==> config.mk <==
export PLATFORM = sky130hd
export DESIGN_NAME = irq_ack_if
export DESIGN_NICKNAME = d
export VERILOG_FILES = /design/src/rtl/irq_ack_pkg.sv /design/src/rtl/irq_src_state.sv /design/src/rtl/irq_prio_arb.sv /design/src/rtl/irq_ack_if.sv
export SDC_FILE = /design/constraint.sdc
export NUM_CORES = 1
export LEC_CHECK = 0
export BUFFER_PORTS_ARGS = -buffer_cell sky130_fd_sc_hd__clkbuf_2
export CAP_MARGIN = 10
export CORE_UTILIZATION = 55
export DETAILED_ROUTE_END_ITERATION = 12
export PLACE_DENSITY = 0.89
export SKIP_LAST_GASP = 1
export SLEW_MARGIN = 20
export SYNTH_ARGS = -nofsm -noshare
export SYNTH_HDL_FRONTEND = slang
export SYNTH_SLANG_ARGS = --single-unit
export TNS_END_PERCENT = 50
==> constraint.sdc <==
create_clock -name clk -period 57.5 [get_ports clk]
set_input_delay 11.5 -clock clk [delete_from_list [all_inputs] [get_ports clk]]
set_output_delay 11.5 -clock clk [all_outputs]
set_load 0.005 [all_outputs]
==> src/rtl/irq_ack_pkg.sv <==
package irq_ack_pkg;
    localparam int ID_W = 10;
    localparam logic [ID_W-1:0] ID_NONE        = 10'd1023;
    localparam logic [ID_W-1:0] ID_WRONG_WORLD = 10'd1022;
    localparam int FIRST_RESERVED = 1020;
endpackage

==> src/rtl/irq_src_state.sv <==
module irq_src_state #(
    parameter int N_SRC = 8,
    localparam int IDX_W = (N_SRC > 1) ? $clog2(N_SRC) : 1
) (
    input  logic             clk,
    input  logic             rst_n,
    input  logic [N_SRC-1:0] level_i,
    input  logic [N_SRC-1:0] edge_mode_i,
    input  logic             grant_i,
    input  logic [IDX_W-1:0] grant_idx_i,
    input  logic             retire_i,
    input  logic [IDX_W-1:0] retire_idx_i,
    output logic [N_SRC-1:0] pend_o,
    output logic [N_SRC-1:0] act_o
);
    typedef struct packed {
        logic [N_SRC-1:0] pend;
        logic [N_SRC-1:0] act;
        logic [N_SRC-1:0] prev;
    } st_t;

    st_t st_d, st_q;

    always_comb begin
        st_d      = st_q;
        st_d.prev = level_i;
        for (int i = 0; i < N_SRC; i++) begin
            if (edge_mode_i[i]) begin
                if (level_i[i] && !st_q.prev[i]) st_d.pend[i] = 1'b1;
                if (grant_i && grant_idx_i == IDX_W'(i)) st_d.pend[i] = 1'b0;
            end else begin
                st_d.pend[i] = level_i[i];
            end
            if (retire_i && retire_idx_i == IDX_W'(i)) st_d.act[i] = 1'b0;
            if (grant_i && grant_idx_i == IDX_W'(i)) st_d.act[i] = 1'b1;
        end
    end

    always_ff @(posedge clk) begin
        if (!rst_n) st_q <= '0;
        else        st_q <= st_d;
    end

    assign pend_o = st_q.pend;
    assign act_o  = st_q.act;

    // a source only turns active in the cycle after a grant
    assert_active_needs_grant_R8: assert property (@(posedge clk) disable iff (!rst_n)
        !grant_i |=> ((st_q.act & ~$past(st_q.act)) == '0));

    // an edge source never becomes pending without a rising input
    assert_edge_latch_R9: assert property (@(posedge clk) disable iff (!rst_n)
        ((edge_mode_i & ~(level_i & ~st_q.prev)) == edge_mode_i) && (edge_mode_i != '0)
        |=> ((st_q.pend & ~$past(st_q.pend) & $past(edge_mode_i)) == '0));
endmodule

==> src/rtl/irq_prio_arb.sv <==
module irq_prio_arb #(
    parameter int N_SRC  = 8,
    parameter int PRIO_W = 4,
    localparam int IDX_W = (N_SRC > 1) ? $clog2(N_SRC) : 1
) (
    input  logic                    clk,
    input  logic                    rst_n,
    input  logic [N_SRC-1:0]        cand_i,
    input  logic [N_SRC*PRIO_W-1:0] prio_i,
    output logic                    found_o,
    output logic [IDX_W-1:0]        win_idx_o,
    output logic [PRIO_W-1:0]       win_prio_o
);
    always_comb begin
        found_o    = 1'b0;
        win_idx_o  = '0;
        win_prio_o = '1;
        for (int i = 0; i < N_SRC; i++) begin
            if (cand_i[i] && (!found_o || prio_i[i*PRIO_W +: PRIO_W] < win_prio_o)) begin
                found_o    = 1'b1;
                win_idx_o  = IDX_W'(i);
                win_prio_o = prio_i[i*PRIO_W +: PRIO_W];
            end
        end
    end

    // the reported winner is always one of the candidates
    assert_winner_is_candidate_R2: assert property (@(posedge clk) disable iff (!rst_n)
        found_o |-> cand_i[win_idx_o]);
    // nothing reported when the candidate set is empty
    assert_none_when_empty_R2: assert property (@(posedge clk) disable iff (!rst_n)
        (cand_i == '0) |-> !found_o);
endmodule

==> src/rtl/irq_ack_if.sv <==
module irq_ack_if #(
    parameter int N_SRC  = 8,
    parameter int PRIO_W = 4
) (
    input  logic                    clk,
    input  logic                    rst_n,
    input  logic [N_SRC-1:0]        src_level_i,
    input  logic [N_SRC-1:0]        src_en_i,
    input  logic [N_SRC-1:0]        src_edge_i,
    input  logic [N_SRC-1:0]        src_secure_i,
    input  logic [N_SRC*PRIO_W-1:0] src_prio_i,
    input  logic                    fwd_en_i,
    input  logic                    sig_en_i,
    input  logic [PRIO_W-1:0]       prio_mask_i,
    input  logic                    ack_rd_i,
    input  logic                    ack_secure_i,
    input  logic                    eoi_wr_i,
    input  logic [9:0]              eoi_id_i,
    output logic                    irq_o,
    output logic [9:0]              ack_id_o
);
    import irq_ack_pkg::*;

    localparam int IDX_W = (N_SRC > 1) ? $clog2(N_SRC) : 1;

    typedef struct packed {
        logic [ID_W-1:0] ack_id;
    } top_st_t;

    top_st_t st_d, st_q;

    logic [N_SRC-1:0]  pend, act, cand;
    logic              found, qual, deliver, win_sec, grant, retire;
    logic [IDX_W-1:0]  win_idx;
    logic [PRIO_W-1:0] win_prio;

    assign cand    = pend & src_en_i & ~act;
    assign qual    = found && (win_prio < prio_mask_i);
    assign deliver = qual && fwd_en_i && sig_en_i;
    assign win_sec = src_secure_i[win_idx];
    assign retire  = eoi_wr_i && (eoi_id_i < ID_W'(N_SRC));
    assign irq_o   = deliver;

    irq_prio_arb #(.N_SRC(N_SRC), .PRIO_W(PRIO_W)) arb_i (
        .clk        (clk),
        .rst_n      (rst_n),
        .cand_i     (cand),
        .prio_i     (src_prio_i),
        .found_o    (found),
        .win_idx_o  (win_idx),
        .win_prio_o (win_prio)
    );

    irq_src_state #(.N_SRC(N_SRC)) state_i (
        .clk          (clk),
        .rst_n        (rst_n),
        .level_i      (src_level_i),
        .edge_mode_i  (src_edge_i),
        .grant_i      (grant),
        .grant_idx_i  (win_idx),
        .retire_i     (retire),
        .retire_idx_i (eoi_id_i[IDX_W-1:0]),
        .pend_o       (pend),
        .act_o        (act)
    );

    always_comb begin
        st_d  = st_q;
        grant = 1'b0;
        if (ack_rd_i) begin
            if (!deliver) begin
                st_d.ack_id = ID_NONE;
            end else if (ack_secure_i && !win_sec) begin
                st_d.ack_id = ID_WRONG_WORLD;
            end else if (!ack_secure_i && win_sec) begin
                st_d.ack_id = ID_NONE;
            end else begin
                st_d.ack_id = ID_W'(win_idx);
                grant       = 1'b1;
            end
        end
    end

    always_ff @(posedge clk) begin
        if (!rst_n) st_q <= '{ack_id: ID_NONE};
        else        st_q <= st_d;
    end

    assign ack_id_o = st_q.ack_id;

    initial begin
        assert (N_SRC <= FIRST_RESERVED) else $error("source count reaches reserved IDs");
    end

    // forwarding off gives a spurious answer
    assert_fwd_off_spurious_R3: assert property (@(posedge clk) disable iff (!rst_n)
        ack_rd_i && !fwd_en_i |=> ack_id_o == ID_NONE);
    // signalling off gives a spurious answer
    assert_sig_off_spurious_R4: assert property (@(posedge clk) disable iff (!rst_n)
        ack_rd_i && !sig_en_i |=> ack_id_o == ID_NONE);
    // secure read of a non-secure winner
    assert_secure_mismatch_R5: assert property (@(posedge clk) disable iff (!rst_n)
        ack_rd_i && ack_secure_i && irq_o && !win_sec |=> ack_id_o == ID_WRONG_WORLD);
    // a spurious answer leaves the active set untouched
    assert_spurious_no_state_R10: assert property (@(posedge clk) disable iff (!rst_n)
        ack_rd_i && !irq_o |=> $stable(act));
    // the response only moves on a read
    assert_hold_response_R11: assert property (@(posedge clk) disable iff (!rst_n)
        !ack_rd_i |=> $stable(ack_id_o));
endmodule

==> impl_results.md, run 1 <==
- Status: finished, final reports clean
- DRC viols: 0
- Maximum buffer depth of the clock tree: 2
- Ys flop type: dfxtp_1
- DIE AREA: 5712 µm²
- Top Ports: 96
- Sequential share of the synthesized area: 18.82%
- First-pass DRT Iterations: 5
- Slew Limit Fails: 0
- Mean Syn Cell Area: 7.616 µm²
- Commonest cells after routing, fill and taps aside: 95 x clkbuf_2, 38 x nand2_1, 33 x nor2_1
- Drt total wl: 8.615 mm
- Post-Synthesis Cells: 391
- Hold Violations, Final: 0
- Yosys cell types: 78
- Crit path DAT: 24.84 ns
- Cell Int Power: 0.00004254 W
- Via count: 3394
- Worst slew margin: 52.13%
- Hpwl dp: 7.167 mm
- Sw Share: 36.44%
- N_diodes: 0
- Vias/cell: 6.160
- Initial Util: 57.57%
- CP startpoint: src_en_i[0]
- Gr ovfl total: 0
- Root buf cell: clkbuf_8
- First-pass GRT wire length: 13.68 mm
- Fin crit share: 63.20%
- Die width: 75.58 µm
- CTS Sinks: 28
- DR iter-0 viols: 236
- Port Buffers: 95
- Final hold slack: 0.4764 ns
- CTS tree: done
- Source of the worst hold timing path: state_i.pend_o[7]$_SDFFE_PN0P_
- Maximum fanout along the worst path: 10
- Pleak: 1.695 nW
- Seq pwr share: 30.9%
- Number of flops mapped to enable cells by yosys: 0
- Critical path type: in -> out
- Worst-Margin Slew: 0.7137 ns
- Final Instance Area: 3546 µm²
- RSZ-0062 raised after global routing: no
- Setup TNS: 0 ns
- CTS H-tree depth: 1
- Comb power frac: 45.9%
- Post-CTS sizing: 0
- Post-CTS Hold Buffers: 0
- Cts bufs inserted: 3
- Clock slew at reported path FFs: 0.09 ns
- CP Capture Type: output port
- Max Fclk: 0.02752 GHz
- Reg2reg start: state_i.act_o[0]$_SDFFE_PN0P_
- # rows: 26
- Layout cell share with drive strength beyond 1: 28.27%
- Gr usage total: 30.77%
- Crit path required time: 46.00 ns
- Overall die height: 75.58 µm
- Synth Net Count: 494
- HP Class: reg -> reg
- Crit-path max cell delay: 0.52 ns
- Final setup fails: 0
- Clock skew: 0.002132 ns
- Vias in the first global route: 3072
- Max IR drop VDD: 0.01753 mV
- Max-cap viol count: 0
- Core ar.: 5172 µm²
- Largest net degree at the start of global routing: 18
- Most common cell after layout, fill and taps aside: clkbuf_2
- Power share of the clock group: 23.2%
- Setup Fix Bufs, Post-CTS: 0
- Worst Setup Start Kind: input port
- Synth warnings: 0
- Routed WL per cell: 15.64 µm
- PD cells: 18.88 nW/µm²
- Ys async rst share: 0%
- Sw power: 0.00002439 W
- Worst path slowest cell: o31ai_1
- Synthesis-stage register bit count: 28
- Post-synthesis cell area: 2978 µm²
- Worst-Skew Late Latency: 0.28 ns
- Layout Nets: 585
- Routability congestion estimate: 0.9438
- Post-DP Area: 3475 µm²
- Min Tclk post-route: 36.34 ns
- Antenna-violating nets left: 0
- Initial antenna violation count: 0
- Synth-to-Final Area Change: 19.08%
==> layer usage <==
metal,global-route usage (%),wire length [µm],vias up
met3,3.439,570,29
met1,39.68,3628,1575
li1,-,-,1641
met5,0,0,-
met4,11.32,225,0
met2,52.98,4191,149
==> cells by family (layout without fill, tap and decap cells) <==
family          after synthesis  count (layout)  share of synthesized area, %
fa+ha+maj                    20              20                         8.235
compound gates              130             130                         31.64
buf+inv                      29             119                         4.748
mux                          10              10                         3.445
flops                        28              28                         18.82
xor+xnor                      4               4                         1.177
simple gates                170             170                         31.93
==> worst paths after layout <==
kind | end | slack (ns) | cells after the start
min | state_i.pend_o[7]$_SDFFE_PN0P_ | 0.48 | 2
max | irq_o | 21.16 | 57
min reg2reg | state_i.pend_o[7]$_SDFFE_PN0P_ | 0.48 | 2
max reg2reg | state_i.pend_o[6]$_SDFFE_PN0P_ | 43.25 | 60
==> cell type report <==
type / instances / area, µm²
Multi-Input combinational cell: 334 / 2276
Fill cell: 443 / 1627
Sequential cell: 28 / 560.5
Timing Repair Buffer: 95 / 475.5
Tap cell: 70 / 87.58
Inverter: 20 / 75.07
Clock buffer: 3 / 41.29
Clock inverter: 1 / 30.03
==> cell usage after synthesis (7+ instances only) <==
cell type / number / area [µm²]
nand2_1: 38 / 142.6
nor2_1: 33 / 123.9
a21oi_1: 31 / 155.2
dfxtp_1: 28 / 560.5
o21ai_0: 27 / 135.1
inv_1: 20 / 75.07
ha_1: 18 / 225.2
nand2b_1: 12 / 75.07
nand3_1: 12 / 60.06
and2_1: 10 / 62.56
nand3b_1: 10 / 75.07
or2_2: 9 / 56.30
mux2i_1: 8 / 80.08
a211oi_1: 7 / 52.55
a21o_1: 7 / 52.55
a31oi_1: 7 / 43.79
nor4_1: 7 / 43.79
==> critical path: cells and delay by family <==
| kind | cells | cell delay [ns] |
|---|---|---|
| buffers and inverters | 6 | 0.53 |
| muxes | 3 | 0.82 |
| adders and majority gates | 8 | 2.04 |
| and+or+nand+nor | 13 | 3.22 |
| AOI/OAI and AO/OA | 27 | 6.71 |
==> flip-flops by register name (all words and copies together) (netlist names) <==
register,cells
state_i.act_o,8
state_i.pend_o,8
state_i.st_q,8
ack_id_o,4
==> through the flow <==
stage	instances	util (%)	setup slack [ns]	power, W
floorplan	391	-	23.32	0.00004197
global placement	547	67.17	22.02	0.00004983
detailed placement	547	67.17	21.49	0.00005108
CTS	551	68.55	21.46	0.00006635
global route	551	68.55	20.17	0.00007112
finish	551	68.55	21.16	0.00006694
==> power by group through the flow <==
stage	registers, W	clock network, W	logic [W]
final	0.0000207	0.0000155	0.0000307
after global routing	0.0000208	0.0000162	0.0000341
after CTS	0.0000207	0.0000155	0.0000302
after detailed placement	0.0000211	0	0.0000299
after global placement	0.0000211	0	0.0000287
after floorplan	0.0000210	0	0.0000210
Power figures use the tool's default switching activity.
==> inputs of run 2 (changes only) <==
--- a/config.mk
+++ b/config.mk
@@ -7,9 +7,9 @@
 export LEC_CHECK = 0
 export BUFFER_PORTS_ARGS = -buffer_cell sky130_fd_sc_hd__clkbuf_2
 export CAP_MARGIN = 10
-export CORE_UTILIZATION = 55
+export CORE_UTILIZATION = 52
 export DETAILED_ROUTE_END_ITERATION = 12
-export PLACE_DENSITY = 0.89
+export PLACE_DENSITY = 0.84
 export SKIP_LAST_GASP = 1
 export SLEW_MARGIN = 20
 export SYNTH_ARGS = -nofsm -noshare
==> constraint.sdc (replaced) <==
create_clock -name clk -period 37.1 [get_ports clk]
set_input_delay 7.42 -clock clk [delete_from_list [all_inputs] [get_ports clk]]
set_output_delay 7.42 -clock clk [all_outputs]
set_load 0.005 [all_outputs]
==> run 2 against run 1 <==
Wire length is 5.9% lower. Final area decreased by 0.39%. Final cell count rose by 0.36%. Clock skew up 0.0017 ns. Count of clock-buffer cells in the layout grew 1. Via count is 2.1% lower. Sequential power is 55% higher. Register-to-register slack worse by 20 ns. Power grew 46%. Highest routed layer unchanged.
==> impl_results.md, run 2 (synthesis gave the netlist of run 1 again) <==
- N_diodes: 0 (unchanged)
- Slew Limit Fails: 0 (unchanged)
- Max-cap viol count: 0 (unchanged)
- Fin crit share: 76.08%
- Post-Place Cells: 549 (was 547)
- Root buf cell: clkbuf_8 (unchanged)
- Fin cells: 553 (was 551)
- R2R cell count: 61 (was 60)
- DR iter-0 viols: 209 (was 236)
- Status: finished, final reports clean (unchanged)
- Most common cell after layout, fill and taps aside: clkbuf_2 (unchanged)
- Port Buffers: 95 (unchanged)
- Routed WL per cell: 14.65 µm (was 15.64 µm)
- RSZ-0062 raised after global routing: no (unchanged)
- Drt total wl: 8.104 mm (was 8.615 mm)
- Maximum buffer depth of the clock tree: 2 (unchanged)
- Worst path slowest cell: o31ai_1 (unchanged)
- CP Capture Type: output port (unchanged)
- CTS Sinks: 28 (unchanged)
- Initial antenna violation count: 0 (unchanged)
- Post-DP Area: 3477 µm² (was 3475 µm²)
- Crit path depth: 59 (was 57)
- First-pass DRT Iterations: 6 (was 5)
- Via count: 3323 (was 3394)
- Final Instance Area: 3532 µm² (was 3546 µm²)
- Synth-to-Final Area Change: 18.61% (was 19.08%)
- Top Ports: 96 (unchanged)
- Vias/cell: 6.009 (was 6.160)
- CTS H-tree depth: 1 (unchanged)
- PD cells: 27.60 nW/µm² (was 18.88 nW/µm²)
- CP dominant cell by count: ha_1
- HP Class: reg -> reg (unchanged)
- DRC viols: 0 (unchanged)
- Crit-path max cell delay: 0.54 ns (was 0.52 ns)
- Final core occ: 64.14% (was 68.55%)
- Post-CTS Hold Buffers: 0 (unchanged)
- Final hold slack: 0.4796 ns (was 0.4764 ns)
- Initial Util: 54.08% (was 57.57%)
- Setup TNS: 0 ns (unchanged)
- Routability congestion estimate: 0.9110 (was 0.9438)
- Setup Fix Bufs, Post-CTS: 0 (unchanged)
- Crit path required time: 29.68 ns (was 46.00 ns)
- Core ar.: 5507 µm² (was 5172 µm²)
- Largest net degree at the start of global routing: 18 (unchanged)
- Min Tclk post-route: 28.23 ns
- Gr usage total: 27.26% (was 30.77%)
- Critical path type: in -> out (unchanged)
- Fillers: 516 (was 443)
- Reg2Reg Capture Point: state_i.pend_o[6]$_SDFFE_PN0P_ (unchanged)
- Cts bufs inserted: 3 (unchanged)
- Worst path bufs/invs: 6 (unchanged)
- Final setup fails: 0 (unchanged)
- Worst-Skew Late Latency: 0.27 ns (was 0.28 ns)
- Gr ovfl total: 0 (unchanged)
- # rows: 27 (was 26)
- DIE AREA: 6033 µm² (was 5712 µm²)
- Maximum fanout along the worst path: 10 (unchanged)
- CP startpoint: src_en_i[0] (unchanged)
- End of the critical path: irq_o (unchanged)
- Pleak: 1.688 nW (was 1.695 nW)
- Hold Violations, Final: 0 (unchanged)
- Layout Nets: 585 (unchanged)
- Overall die height: 77.68 µm (was 75.58 µm)
- Antenna-violating nets left: 0 (unchanged)
- First-pass GRT wire length: 13.52 mm (was 13.68 mm)
- Clock skew: 0.003785 ns (was 0.002132 ns)
- Clock slew at reported path FFs: 0.09 ns (about the same)
- Commonest cells after routing, fill and taps aside: 95 x clkbuf_2, 38 x nand2_1, 33 x nor2_1 (unchanged)
- CTS tree: done (unchanged)
- Worst Setup Start Kind: input port (unchanged)
- Delay-heaviest family, CP: compound AO/OA/AOI/OAI gates (unchanged)
- Reg2reg start: state_i.act_o[0]$_SDFFE_PN0P_ (unchanged)
- Worst slew margin: 55.30% (was 52.13%)
- Die width: 77.68 µm (was 75.58 µm)
- Worst-Margin Slew: 0.6665 ns (was 0.7137 ns)
- Max Fclk: 0.03543 GHz
- Max IR drop VDD: 0.02673 mV (was 0.01753 mV)
- Layout cell share with drive strength beyond 1: 28.27% (unchanged)
- Vias in the first global route: 3142 (was 3072)
- R2R Setup Slk: 22.80 ns (was 43.25 ns)
- Post-CTS sizing: 0 (unchanged)
- Hpwl dp: 6.750 mm (was 7.167 mm)
- Crit path DAT: 20.81 ns (was 24.84 ns)
==> run 2: worst min path at each step <==
stage | slack, ns | depth (start not counted) | from | endpoint
final | 0.48 | 2 | state_i.pend_o[7]$_SDFFE_PN0P_ | state_i.pend_o[7]$_SDFFE_PN0P_
after global routing | 0.52 | 2 | state_i.pend_o[7]$_SDFFE_PN0P_ | state_i.pend_o[7]$_SDFFE_PN0P_
after detailed placement | 0.48 | 2 | state_i.pend_o[7]$_SDFFE_PN0P_ | state_i.pend_o[7]$_SDFFE_PN0P_
after floorplan | 0.44 | 2 | state_i.pend_o[7]$_SDFFE_PN0P_ | state_i.pend_o[7]$_SDFFE_PN0P_
after CTS | 0.49 | 2 | state_i.pend_o[7]$_SDFFE_PN0P_ | state_i.pend_o[7]$_SDFFE_PN0P_
after global placement | 0.45 | 2 | state_i.pend_o[7]$_SDFFE_PN0P_ | state_i.pend_o[7]$_SDFFE_PN0P_
==> run 2: report_power, final <==
part           switching (W)  internal [W]
logic              0.0000267     0.0000201
clock network     0.00000910    0.00000950
registers        0.000000739     0.0000313
==> run 2: layout make-up <==
class / instances / area [µm²] / area share, %
Clock buffer: 4 / 55.05 / 1.559
Inverter: 20 / 75.07 / 2.125
Multi-Input combinational cell: 334 / 2276 / 64.43
Sequential cell: 28 / 560.5 / 15.87
Tap cell: 72 / 90.09 / 2.550
Timing Repair Buffer: 95 / 475.5 / 13.46
==> run 2: metal layers <==
layer  routed length [µm]  track usage (%)  vias to the layer above
met3                  435            2.353                       17
met1                 3703            35.39                     1531
met4                  143            8.491                        0
li1                     -                -                     1643
met5                    0                0                        -
met2                 3821            47.43                      132
==> run 2: through the flow <==
stage	worst slack, ns	total power, W
2_1_floorplan	11.08	0.00006505
3_3_place_gp	9.619	0.00007676
3_5_place_dp	9.131	0.00007848
4_1_cts	9.128	0.00009715
5_1_grt	7.816	0.0001045
6_report	8.875	0.00009749
==> run 2: worst min-delay path, delay by kind of cell (launching register included) <==
family / cells / cell delay, ns
flops: 1 / 0.32
simple gates: 1 / 0.06
compound gates: 1 / 0.06
==> inputs of run 3 (changes only) <==
--- a/config.mk
+++ b/config.mk
@@ -5,11 +5,12 @@
 export SDC_FILE = /design/constraint.sdc
 export NUM_CORES = 1
 export LEC_CHECK = 0
+export ABC_AREA = 1
 export BUFFER_PORTS_ARGS = -buffer_cell sky130_fd_sc_hd__clkbuf_2
 export CAP_MARGIN = 10
-export CORE_UTILIZATION = 52
+export CORE_UTILIZATION = 46
 export DETAILED_ROUTE_END_ITERATION = 12
-export PLACE_DENSITY = 0.84
+export PLACE_DENSITY = 0.81
 export SKIP_LAST_GASP = 1
 export SLEW_MARGIN = 20
 export SYNTH_ARGS = -nofsm -noshare
==> constraint.sdc (replaced) <==
create_clock -name clk -period 22.8 [get_ports clk]
set_input_delay 4.56 -clock clk [delete_from_list [all_inputs] [get_ports clk]]
set_output_delay 4.56 -clock clk [all_outputs]
set_load 0.005 [all_outputs]
==> run 3 against run 2 <==
Wire length down 18%. Highest routed layer unchanged. Non-clock buffer count unchanged. Critical endpoint unchanged. Synthesized cell count up 13%. Clock power up 110%. Sequential cell count unchanged. Count of clock-buffer cells in the layout down 1. Register-to-register slack worse by 9.1 ns. Hold slack worse by 0.0034 ns. Die area up 2.3%. Core utilization down 5.4 points. Final cell count up 9.0%. Final area down 7.3%.
==> impl_results.md, run 3 <==
- Fin cells: 603 (was 553)
- Core ar.: 5574 µm² (was 5507 µm²)
- Post-Synthesis Cells: 442 (was 391)
- R2R cell count: 65 (was 61)
- Drt total wl: 6.619 mm (was 8.104 mm)
- Post-CTS sizing: 0 (unchanged)
- Synth-to-Final Area Change: 21.38% (was 18.61%)
- N_diodes: 0 (unchanged)
- Post-DP Area: 3203 µm² (was 3477 µm²)
- Clock skew: 0.001813 ns (was 0.003785 ns)
- Max IR drop VDD: 0.03547 mV (was 0.02673 mV)
- Gr ovfl total: 0 (unchanged)
- Reg2reg start: state_i.pend_o[0]$_SDFFE_PN0P_ (was state_i.act_o[0]$_SDFFE_PN0P_)
- Largest cells by area after synthesis: dfxtp_1 21%, nand2_1 17%, inv_1 8.9% (was dfxtp_1 19%, ha_1 7.6%, a21oi_1 5.2%)
- Reg2Reg Capture Point: state_i.act_o[5]$_SDFFE_PN0P_ (was state_i.pend_o[6]$_SDFFE_PN0P_)
- CP Capture Type: output port (unchanged)
- Max-cap viol count: 0 (unchanged)
- Largest net degree at the start of global routing: 19 (was 18)
- Synth warnings: 0 (unchanged)
- PD cells: 52.43 nW/µm² (was 27.60 nW/µm²)
- Hold Violations, Final: 0 (unchanged)
- PnR worst setup slack: 5.196 ns (was 8.875 ns)
- Max Fclk: 0.05680 GHz
- Source of the worst hold timing path: state_i.act_o[1]$_SDFFE_PN0P_ (was state_i.pend_o[7]$_SDFFE_PN0P_)
- Port Buffers: 95 (unchanged)
- Pleak: 1.931 nW (was 1.688 nW)
- Yosys cell types: 33 (was 78)
- Status: finished, final reports clean (unchanged)
- Hold Path Sink: state_i.act_o[1]$_SDFFE_PN0P_ (was state_i.pend_o[7]$_SDFFE_PN0P_)
- First-pass GRT wire length: 11.78 mm (was 13.52 mm)
- Clock slew at reported path FFs: 0.09 ns (about the same)
- CP dominant cell by count: nand2_4 (was ha_1)
- Most common cell after layout, fill and taps aside: nand2_1 (was clkbuf_2)
- Top Ports: 96 (unchanged)
- RSZ-0062 raised after global routing: no (unchanged)
- Cts bufs inserted: 3 (unchanged)
- Via count: 2994 (was 3323)
- Mean Syn Cell Area: 6.103 µm² (was 7.616 µm²)
- Min Tclk post-route: 17.60 ns
- Maximum fanout along the worst path: 10 (unchanged)
- Fillers: 552 (was 516)
- Worst-Margin Slew: 0.5826 ns (was 0.6665 ns)
- Die width: 78.58 µm (was 77.68 µm)
- Final hold slack: 0.4762 ns (was 0.4796 ns)
- Antenna-violating nets left: 0 (unchanged)
- Root buf cell: clkbuf_8 (unchanged)
- Synth Net Count: 545 (was 494)
- Synthesis-stage register bit count: 28 (unchanged)
- Fin crit share: 77.21%
- Crit-path max cell delay: 0.44 ns (was 0.54 ns)
- Worst slew margin: 61.02% (was 55.30%)
- Worst path slowest cell: o2111a_1 (was o31ai_1)
- DIE AREA: 6175 µm² (was 6033 µm²)
- Vias in the first global route: 2876 (was 3142)
- Worst-Skew Late Latency: 0.27 ns (about the same)
- Ys async rst share: 0% (unchanged)
- Commonest cells post-synth: 121 x nand2_1, 64 x inv_1, 41 x nand3_1 (was 38 x nand2_1, 33 x nor2_1, 31 x a21oi_1)
- DR iter-0 viols: 123 (was 209)
- Post-CTS Hold Buffers: 0 (unchanged)
- Worst Setup Start Kind: input port (unchanged)
- Number of flops mapped to enable cells by yosys: 0 (unchanged)
- Pre-CTS setup slack: 5.294 ns (was 9.131 ns)
- Overall die height: 78.58 µm (was 77.68 µm)
- Final Instance Area: 3274 µm² (was 3532 µm²)
- Post-synthesis cell area: 2698 µm² (was 2978 µm²)
- Post-Place Cells: 599 (was 549)
- Vias/cell: 4.965 (was 6.009)
- Gr usage total: 22.84% (was 27.26%)
- Routed WL per cell: 10.98 µm (was 14.65 µm)
- CTS tree: done (unchanged)
- Most common cell in the netlist: nand2_1 (unchanged)
- Critical path type: in -> out (unchanged)
- Setup Fix Bufs, Post-CTS: 0 (unchanged)
- Routability congestion estimate: 0.8710 (was 0.9110)
- CTS Sinks: 28 (unchanged)
- Slew Limit Fails: 0 (unchanged)
- Layout Nets: 635 (was 585)
- # rows: 27 (unchanged)
- Post-synth top area share: 20.78% (was 18.82%)
- CTS H-tree depth: 1 (unchanged)
- Setup TNS: 0 ns (unchanged)
- Ys flop type: dfxtp_1 (unchanged)
- Area of the multi-input gates: 1798 µm² (was 2276 µm²)
- Crit path DAT: 13.04 ns (was 20.81 ns)
- Hpwl dp: 5.617 mm (was 6.750 mm)
- Initial antenna violation count: 0 (unchanged)
- Initial Util: 48.40% (was 54.08%)
- Hold Path Stages: 2 (unchanged)
- HP Class: reg -> reg (unchanged)
- Flip-flop and latch area: 560.5 µm² (unchanged)
- Commonest cells after routing, fill and taps aside: 121 x nand2_1, 95 x clkbuf_2, 64 x inv_1 (was 95 x clkbuf_2, 38 x nand2_1, 33 x nor2_1)
- Yosys top cell by area: dfxtp_1 (unchanged)
- DRC viols: 0 (unchanged)
- Final setup fails: 0 (unchanged)
- Layout cell share with drive strength beyond 1: 27.31% (was 28.27%)
- R2R Setup Slk: 13.74 ns (was 22.80 ns)
- First-pass DRT Iterations: 6 (unchanged)
- Crit path required time: 18.24 ns (was 29.68 ns)
- Sequential share of the synthesized area: 20.78% (was 18.82%)
- Maximum buffer depth of the clock tree: 2 (unchanged)
## run 3: worst max-delay path by stage
stage	start	endpoint	slack, ns	cells after the start
floorplan	src_en_i[0]	irq_o	6.51	61
global placement	src_en_i[0]	irq_o	5.59	60
detailed placement	src_en_i[0]	irq_o	5.29	62
CTS	src_en_i[0]	irq_o	5.26	62
global route	src_en_i[0]	irq_o	4.33	64
finish	src_en_i[0]	irq_o	5.20	62
## run 3: cell families (layout without fill, tap and decap cells)
logic type / count (synthesis) / count (layout) / share of synthesized area (%)
and+or+nand+nor: 247 / 247 / 44.11
buffers and inverters: 84 / 173 / 12.57
AOI/OAI and AO/OA: 65 / 65 / 14.19
DFF: 28 / 28 / 20.78
adders and majority gates: 18 / 18 / 8.349
## run 3: cell type report
class                           count  area share (%)
Inverter                           74           8.521
Multi-Input combinational cell    330           54.91
Timing Repair Buffer               95           14.52
Clock buffer                        3           1.261
Tap cell                           72           2.751
Clock inverter                      1          0.9171
Sequential cell                    28           17.12
## run 3: power breakdown
| part | switching [W] | internal (W) |
|---|---|---|
| clock network | 0.0000154 | 0.0000235 |
| registers | 0.00000141 | 0.0000517 |
| logic | 0.0000498 | 0.0000299 |
## run 3: per-layer routing
metal  vias to the layer above  track usage [%]  part of all wire [%]
li1                       1612                -                     -
met1                      1297            28.45                    45
met2                        81            42.35                    50
met3                         4            1.279                   4.2
met4                         0            5.556                  0.65
met5                         -                0                     0
## run 3: through the flow
stage | power [W] | utilization (%)
after floorplan | 0.0001122 | -
after global placement | 0.0001306 | 57.46
after detailed placement | 0.0001330 | 57.46
after CTS | 0.0001726 | 58.74
after global routing | 0.0001871 | 58.74
final | 0.0001717 | 58.74
## run 3: worst max-delay path: cells and delay by family
kind                     cells  cell delay (ns)
AND/OR/NAND/NOR             27             2.37
adder cells (fa/ha/maj)      8             2.38
buffers and inverters       12             0.77
AO/OA/AOI/OAI               15             2.95
